===== src/rtl/wpc_pkg.sv =====
package wpc_pkg;
   localparam int WEL_BIT  = 1;
   localparam int SPAN_LO  = 2;
   localparam int SPAN_HI  = 3;
   localparam int LOCK_BIT = 7;
   localparam logic [7:0] FIELD_MASK = 8'h8E;

   typedef enum logic [1:0] {
      SPAN_NONE    = 2'b00,
      SPAN_QUARTER = 2'b01,
      SPAN_HALF    = 2'b10,
      SPAN_ALL     = 2'b11
   } span_e;

   typedef struct packed {
      logic  lock;
      span_e span;
      logic  wel;
   } prot_fields_t;

   function automatic prot_fields_t unpack_fields(input logic [7:0] r);
      prot_fields_t f;
      f.lock = r[LOCK_BIT];
      f.span = span_e'(r[SPAN_HI:SPAN_LO]);
      f.wel  = r[WEL_BIT];
      return f;
   endfunction
endpackage


===== src/rtl/wpc_pin_sync.sv =====
module wpc_pin_sync #(
   parameter int STAGES = 2
) (
   input  logic clk,
   input  logic rst_n,
   input  logic pin_i,
   output logic pin_o
);
   logic [STAGES-1:0] chain_q;

   generate
      if (STAGES == 1) begin : g_single
         always_ff @(posedge clk or negedge rst_n) begin
            if (!rst_n) chain_q <= '0;
            else        chain_q <= pin_i;
         end
      end else begin : g_multi
         always_ff @(posedge clk or negedge rst_n) begin
            if (!rst_n) chain_q <= '0;
            else        chain_q <= {chain_q[STAGES-2:0], pin_i};
         end
      end
   endgenerate

   assign pin_o = chain_q[STAGES-1];
endmodule


===== src/rtl/wpc_span_decode.sv =====
module wpc_span_decode
   import wpc_pkg::*;
#(
   parameter int ADDR_W = 13
) (
   input  logic [ADDR_W-1:0] addr_i,
   input  span_e             span_i,
   output logic              hit_o
);
   logic top_half;
   logic top_quarter;

   assign top_half    = addr_i[ADDR_W-1];
   assign top_quarter = &addr_i[ADDR_W-1:ADDR_W-2];

   always_comb begin
      unique case (span_i)
         SPAN_NONE:    hit_o = 1'b0;
         SPAN_QUARTER: hit_o = top_quarter;
         SPAN_HALF:    hit_o = top_half;
         default:      hit_o = 1'b1;
      endcase
   end
endmodule


===== src/rtl/wpc_prot_reg.sv =====
module wpc_prot_reg
   import wpc_pkg::*;
#(
   parameter int          DATA_W   = 8,
   parameter logic [7:0]  INIT_VAL = 8'h00
) (
   input  logic              clk,
   input  logic              rst_n,
   input  logic              we_i,
   input  logic [DATA_W-1:0] d_i,
   output logic [DATA_W-1:0] q_o
);
   localparam logic [DATA_W-1:0] KEEP = DATA_W'(FIELD_MASK);
   localparam logic [DATA_W-1:0] RST_VAL =
      DATA_W'(INIT_VAL & FIELD_MASK & ~(8'h01 << WEL_BIT));

   always_ff @(posedge clk or negedge rst_n) begin
      if (!rst_n)    q_o <= RST_VAL;
      else if (we_i) q_o <= d_i & KEEP;
   end

   // reserved positions never hold a one
   p_rsvd_zero_r7: assert property (@(posedge clk) disable iff (!rst_n)
      (q_o & ~KEEP) == '0);
endmodule


===== src/rtl/wpc_guard.sv =====
module wpc_guard
   import wpc_pkg::*;
#(
   parameter int         ADDR_W      = 13,
   parameter int         DATA_W      = 8,
   parameter int         SYNC_STAGES = 2,
   parameter logic [7:0] INIT_VAL    = 8'h00
) (
   input  logic              clk,
   input  logic              rst_n,
   input  logic              wp_pin_i,
   input  logic              wr_start_i,
   input  logic [ADDR_W-1:0] wr_addr_i,
   input  logic              wr_req_i,
   input  logic [DATA_W-1:0] wr_data_i,
   output logic              grant_o,
   output logic              deny_o,
   output logic [DATA_W-1:0] prot_q_o
);
   localparam logic [ADDR_W-1:0] REG_ADDR = '1;

   generate
      if (ADDR_W < 2) begin : g_bad_addr
         $error("wpc_guard: ADDR_W must be at least 2");
      end
      if (DATA_W < 8) begin : g_bad_data
         $error("wpc_guard: DATA_W must be at least 8");
      end
      if (SYNC_STAGES < 1) begin : g_bad_sync
         $error("wpc_guard: SYNC_STAGES must be at least 1");
      end
   endgenerate

   logic [ADDR_W-1:0] addr_q;
   logic              wp_s;
   logic              span_hit;
   logic              to_reg;
   logic              allow;
   logic              reg_we;
   prot_fields_t      fld;

   always_ff @(posedge clk or negedge rst_n) begin
      if (!rst_n)          addr_q <= '0;
      else if (wr_start_i) addr_q <= wr_addr_i;
   end

   wpc_pin_sync #(.STAGES(SYNC_STAGES)) u_sync (
      .clk   (clk),
      .rst_n (rst_n),
      .pin_i (wp_pin_i),
      .pin_o (wp_s)
   );

   assign fld    = unpack_fields(prot_q_o[7:0]);
   assign to_reg = (addr_q == REG_ADDR);

   wpc_span_decode #(.ADDR_W(ADDR_W)) u_span (
      .addr_i (addr_q),
      .span_i (fld.span),
      .hit_o  (span_hit)
   );

   always_comb begin
      if (to_reg) allow = !(fld.lock && wp_s);
      else        allow = fld.wel && !span_hit;
   end

   assign reg_we = wr_req_i && allow && to_reg;

   wpc_prot_reg #(.DATA_W(DATA_W), .INIT_VAL(INIT_VAL)) u_reg (
      .clk   (clk),
      .rst_n (rst_n),
      .we_i  (reg_we),
      .d_i   (wr_data_i),
      .q_o   (prot_q_o)
   );

   always_ff @(posedge clk or negedge rst_n) begin
      if (!rst_n) begin
         grant_o <= 1'b0;
         deny_o  <= 1'b0;
      end else begin
         grant_o <= wr_req_i && allow;
         deny_o  <= wr_req_i && !allow;
      end
   end

   // a request gets exactly one answer next cycle
   p_one_answer_r2: assert property (@(posedge clk) disable iff (!rst_n)
      wr_req_i |=> (grant_o ^ deny_o));
   // no answer without a request
   p_no_spurious_r2: assert property (@(posedge clk) disable iff (!rst_n)
      (grant_o || deny_o) |-> $past(wr_req_i));
   // latch clear blocks array writes
   p_wel_gate_r3: assert property (@(posedge clk) disable iff (!rst_n)
      (wr_req_i && !to_reg && !fld.wel) |=> deny_o);
   // a shielded array address is refused
   p_span_gate_r4: assert property (@(posedge clk) disable iff (!rst_n)
      (wr_req_i && !to_reg && span_hit) |=> deny_o);
   // locked register refuses and holds
   p_locked_r5: assert property (@(posedge clk) disable iff (!rst_n)
      (wr_req_i && to_reg && fld.lock && wp_s) |=> (deny_o && $stable(prot_q_o)));
   // the register moves only on a granted write
   p_reg_moves_r7: assert property (@(posedge clk) disable iff (!rst_n)
      !$stable(prot_q_o) |-> grant_o);
endmodule


===== config.mk =====
export PLATFORM = sky130hd
export DESIGN_NAME = wpc_guard
export DESIGN_NICKNAME = d
export VERILOG_FILES = /design/src/rtl/wpc_pkg.sv /design/src/rtl/wpc_pin_sync.sv /design/src/rtl/wpc_span_decode.sv /design/src/rtl/wpc_prot_reg.sv /design/src/rtl/wpc_guard.sv
export SDC_FILE = /design/constraint.sdc
export NUM_CORES = 1
export LEC_CHECK = 0
export ABC_AREA = 1
export BUFFER_PORTS_ARGS = -buffer_cell sky130_fd_sc_hd__buf_2
export CORE_ASPECT_RATIO = 1.5
export CORE_MARGIN = 3
export CORE_UTILIZATION = 30
export DETAILED_ROUTE_END_ITERATION = 6
export PLACE_DENSITY = 0.53
export SLEW_MARGIN = 20
export SYNTH_ARGS = -nofsm -noshare
export SYNTH_HDL_FRONTEND = slang
export SYNTH_SLANG_ARGS = --single-unit

===== constraint.sdc =====
create_clock -name clk -period 2 [get_ports clk]
set_input_delay 0.4 -clock clk [delete_from_list [all_inputs] [get_ports clk]]
set_output_delay 0.4 -clock clk [all_outputs]
set_load 0.005 [all_outputs]

==> results.json <==
{
  "status": "complete, no violations",
  "dr_total_vias": 676,
  "synth_cells": 88,
  "grt_max_degree": 22,
  "cts_resized": 0,
  "synth-seq-area-share": 0.569,
  "cts_num_sinks": 21,
  "maxCapViolCount": 0,
  "place_inst": 152,
  "crit_buf_inv": 1,
  "numCtsBuffers": 3,
  "worstSetupPathDepth": 1,
  "rows": 24,
  "critPathArrivalTime_ns": 0.80,
  "dr.first_iter.drc_count": 9,
  "r2r_slack_ns": 0.87,
  "ir_worst_vdd_uv": 370,
  "diodes": 0,
  "fin_nets": 144,
  "grt_util_met3": 0.0220,
  "cp_max_fo": 4,
  "finClkSkew_ns": 0.00140,
  "cp_top_family": "flip-flops",
  "start_kind": "flip-flop",
  "dp.final_hpwl_mm": 1.36,
  "cts-root-buf": "clkbuf_8",
  "clk_latency_ns": 0.26,
  "avgSynthCellArea_um2": 10.5,
  "worstPathRequired_ns": 1.60,
  "synth_warnings": 0,
  "layout_min_cycle_time_ns": 1.20,
  "drive_gt1_frac": 0.419,
  "area_delta_synth_final_pct": 22.1,
  "wl_per_cell_um": 11.3,
  "min_path_type": "in2async",
  "finalSetupTns_ns": 0,
  "final_common_cell": "buf_2",
  "drv_slew": 0,
  "antenna_found_initial": 0,
  "routed_via_density": 4.33,
  "use_met1": 0.101,
  "fp.dieArea_um2": 3790,
  "path_class": "reg2out",
  "cts_max_level": 1,
  "cp-end-kind": "output port",
  "grt_pass1_vias": 699,
  "final_cells": 156,
  "p_per_area_nw_per_um2": 736,
  "initial_core_util": 0.314,
  "grt_use_total": 0.106,
  "ys_types": 16,
  "clk_transition_reported_paths_ns": 0.07,
  "syn_area_um2": 923,
  "drtAntennaViolNets": 0,
  "p_leak_nw": 0.557,
  "r2r.worst_path.cells": 7,
  "postCtsSetupBuffers": 0,
  "ys_seq_elements": 21,
  "setup_violations": 0,
  "gp_congestion": 0.772,
  "io_buffers": 27,
  "grt_pass1_wl_mm": 2.95,
  "cts_tree": "done",
  "pin_count": 36,
  "cp_slowest_stage_delay_ns": 0.41,
  "clock_path_buffers": 2,
  "met2_usage": 0.195,
  "grt-ovfl-total": 0,
  "core-area_um2": 2940,
  "drt-total-wl_mm": 1.76,
  "final-hold-violation-count": 0,
  "layout_common_cells": "27 x buf_2, 23 x nand2_1, 21 x dfrtp_1",
  "die_w_um": 51.3,
  "critPathSlowestCell": "dfrtp_1",
  "dr.pass1.iters": 3,
  "n_fill_cell": 331,
  "drc": 0,
  "fmax_ghz": 0.834,
  "busiest_layer": "met2",
  "die_height_um": 73.9,
  "ctsHoldBuffers": 0,
  "final.period_utilization": 0.599,
  "rsz0062_at_grt": "no",
  "crit_path_cell_trace": "buf_2"
}
## flip-flops by register name, indices dropped and copies added, names as in the netlist
signal,count
addr_q,13
u_reg.q_o,4
u_sync.chain_q,2
deny_o,1
grant_o,1
## synthesized netlist by cell type, drive strengths merged
cell type / count / area share
nand2: 24 / 0.10
dfrtp: 21 / 0.57
mux2: 12 / 0.15
nor2: 10 / 0.051
buf: 5 / 0.041
nand4: 5 / 0.034
inv: 4 / 0.016
nand3: 3 / 0.022
o21ai: 2 / 0.011
a21oi: 1 / 0.0054
conb: 1 / 0.0041
## per-stage QoR
step	hold WS [ns]	cell area, µm²	total power, mW	setup WS (ns)	util
floorplan	0.104	935	0.531	0.994	-
global placement	0.332	1080	0.565	0.837	0.367
detailed placement	0.339	1080	0.568	0.816	0.367
CTS	0.100	1130	0.844	0.788	0.383
global route	0.109	1130	0.878	0.713	0.383
finish	0.0900	1130	0.829	0.802	0.383
## area by class of cell
| class | instances | area (µm²) | share of cell area |
|---|---|---|---|
| Sequential cell | 21 | 526 | 0.466 |
| Multi-Input combinational cell | 61 | 357 | 0.316 |
| Timing Repair Buffer | 27 | 135 | 0.120 |
| Tap cell | 39 | 48.8 | 0.0433 |
| Clock buffer | 3 | 41.3 | 0.0366 |
| Inverter | 4 | 15.0 | 0.0133 |
| Clock inverter | 1 | 5.00 | 0.00444 |
## per-layer routing
| layer | share of wire | vias up |
|---|---|---|
| met3 | 0.051 | 5 |
| met4 | 0.036 | 0 |
| met5 | 0 | - |
| met1 | 0.38 | 315 |
| met2 | 0.54 | 19 |
| li1 | - | 337 |
## final timing paths
kind                                          endpoint                        start
max in group asynchronous            grant_o$_DFF_PN0_                        rst_n
min                             addr_q[12]$_DFFE_PN0P_                        rst_n
max reg2reg                   u_reg.q_o[3]$_DFFE_PN0P_       addr_q[12]$_DFFE_PN0P_
min reg2reg                u_sync.chain_q[1]$_DFF_PN0_  u_sync.chain_q[0]$_DFF_PN0_
max                                        prot_q_o[2]     u_reg.q_o[2]$_DFFE_PN0P_
min in group clk           u_sync.chain_q[0]$_DFF_PN0_                     wp_pin_i
## power by group
part | switching, mW | internal (mW) | total [mW]
Sequential | 0.0192 | 0.454 | 0.473
Combinational | 0.0403 | 0.0439 | 0.0842
Clock | 0.133 | 0.139 | 0.272
Total | 0.193 | 0.637 | 0.829
## cells by family (layout without fill, tap and decap cells)
kind of cell / Yosys count / count (layout) / share of synthesized area
buffers and inverters: 9 / 35 / 0.0569
AND/OR/NAND/NOR: 42 / 42 / 0.207
other: 1 / 4 / 0.00406
AO/OA/AOI/OAI: 3 / 3 / 0.0163
flip-flops: 21 / 21 / 0.569
multiplexers: 12 / 12 / 0.146
Power figures use the tool's default switching activity.
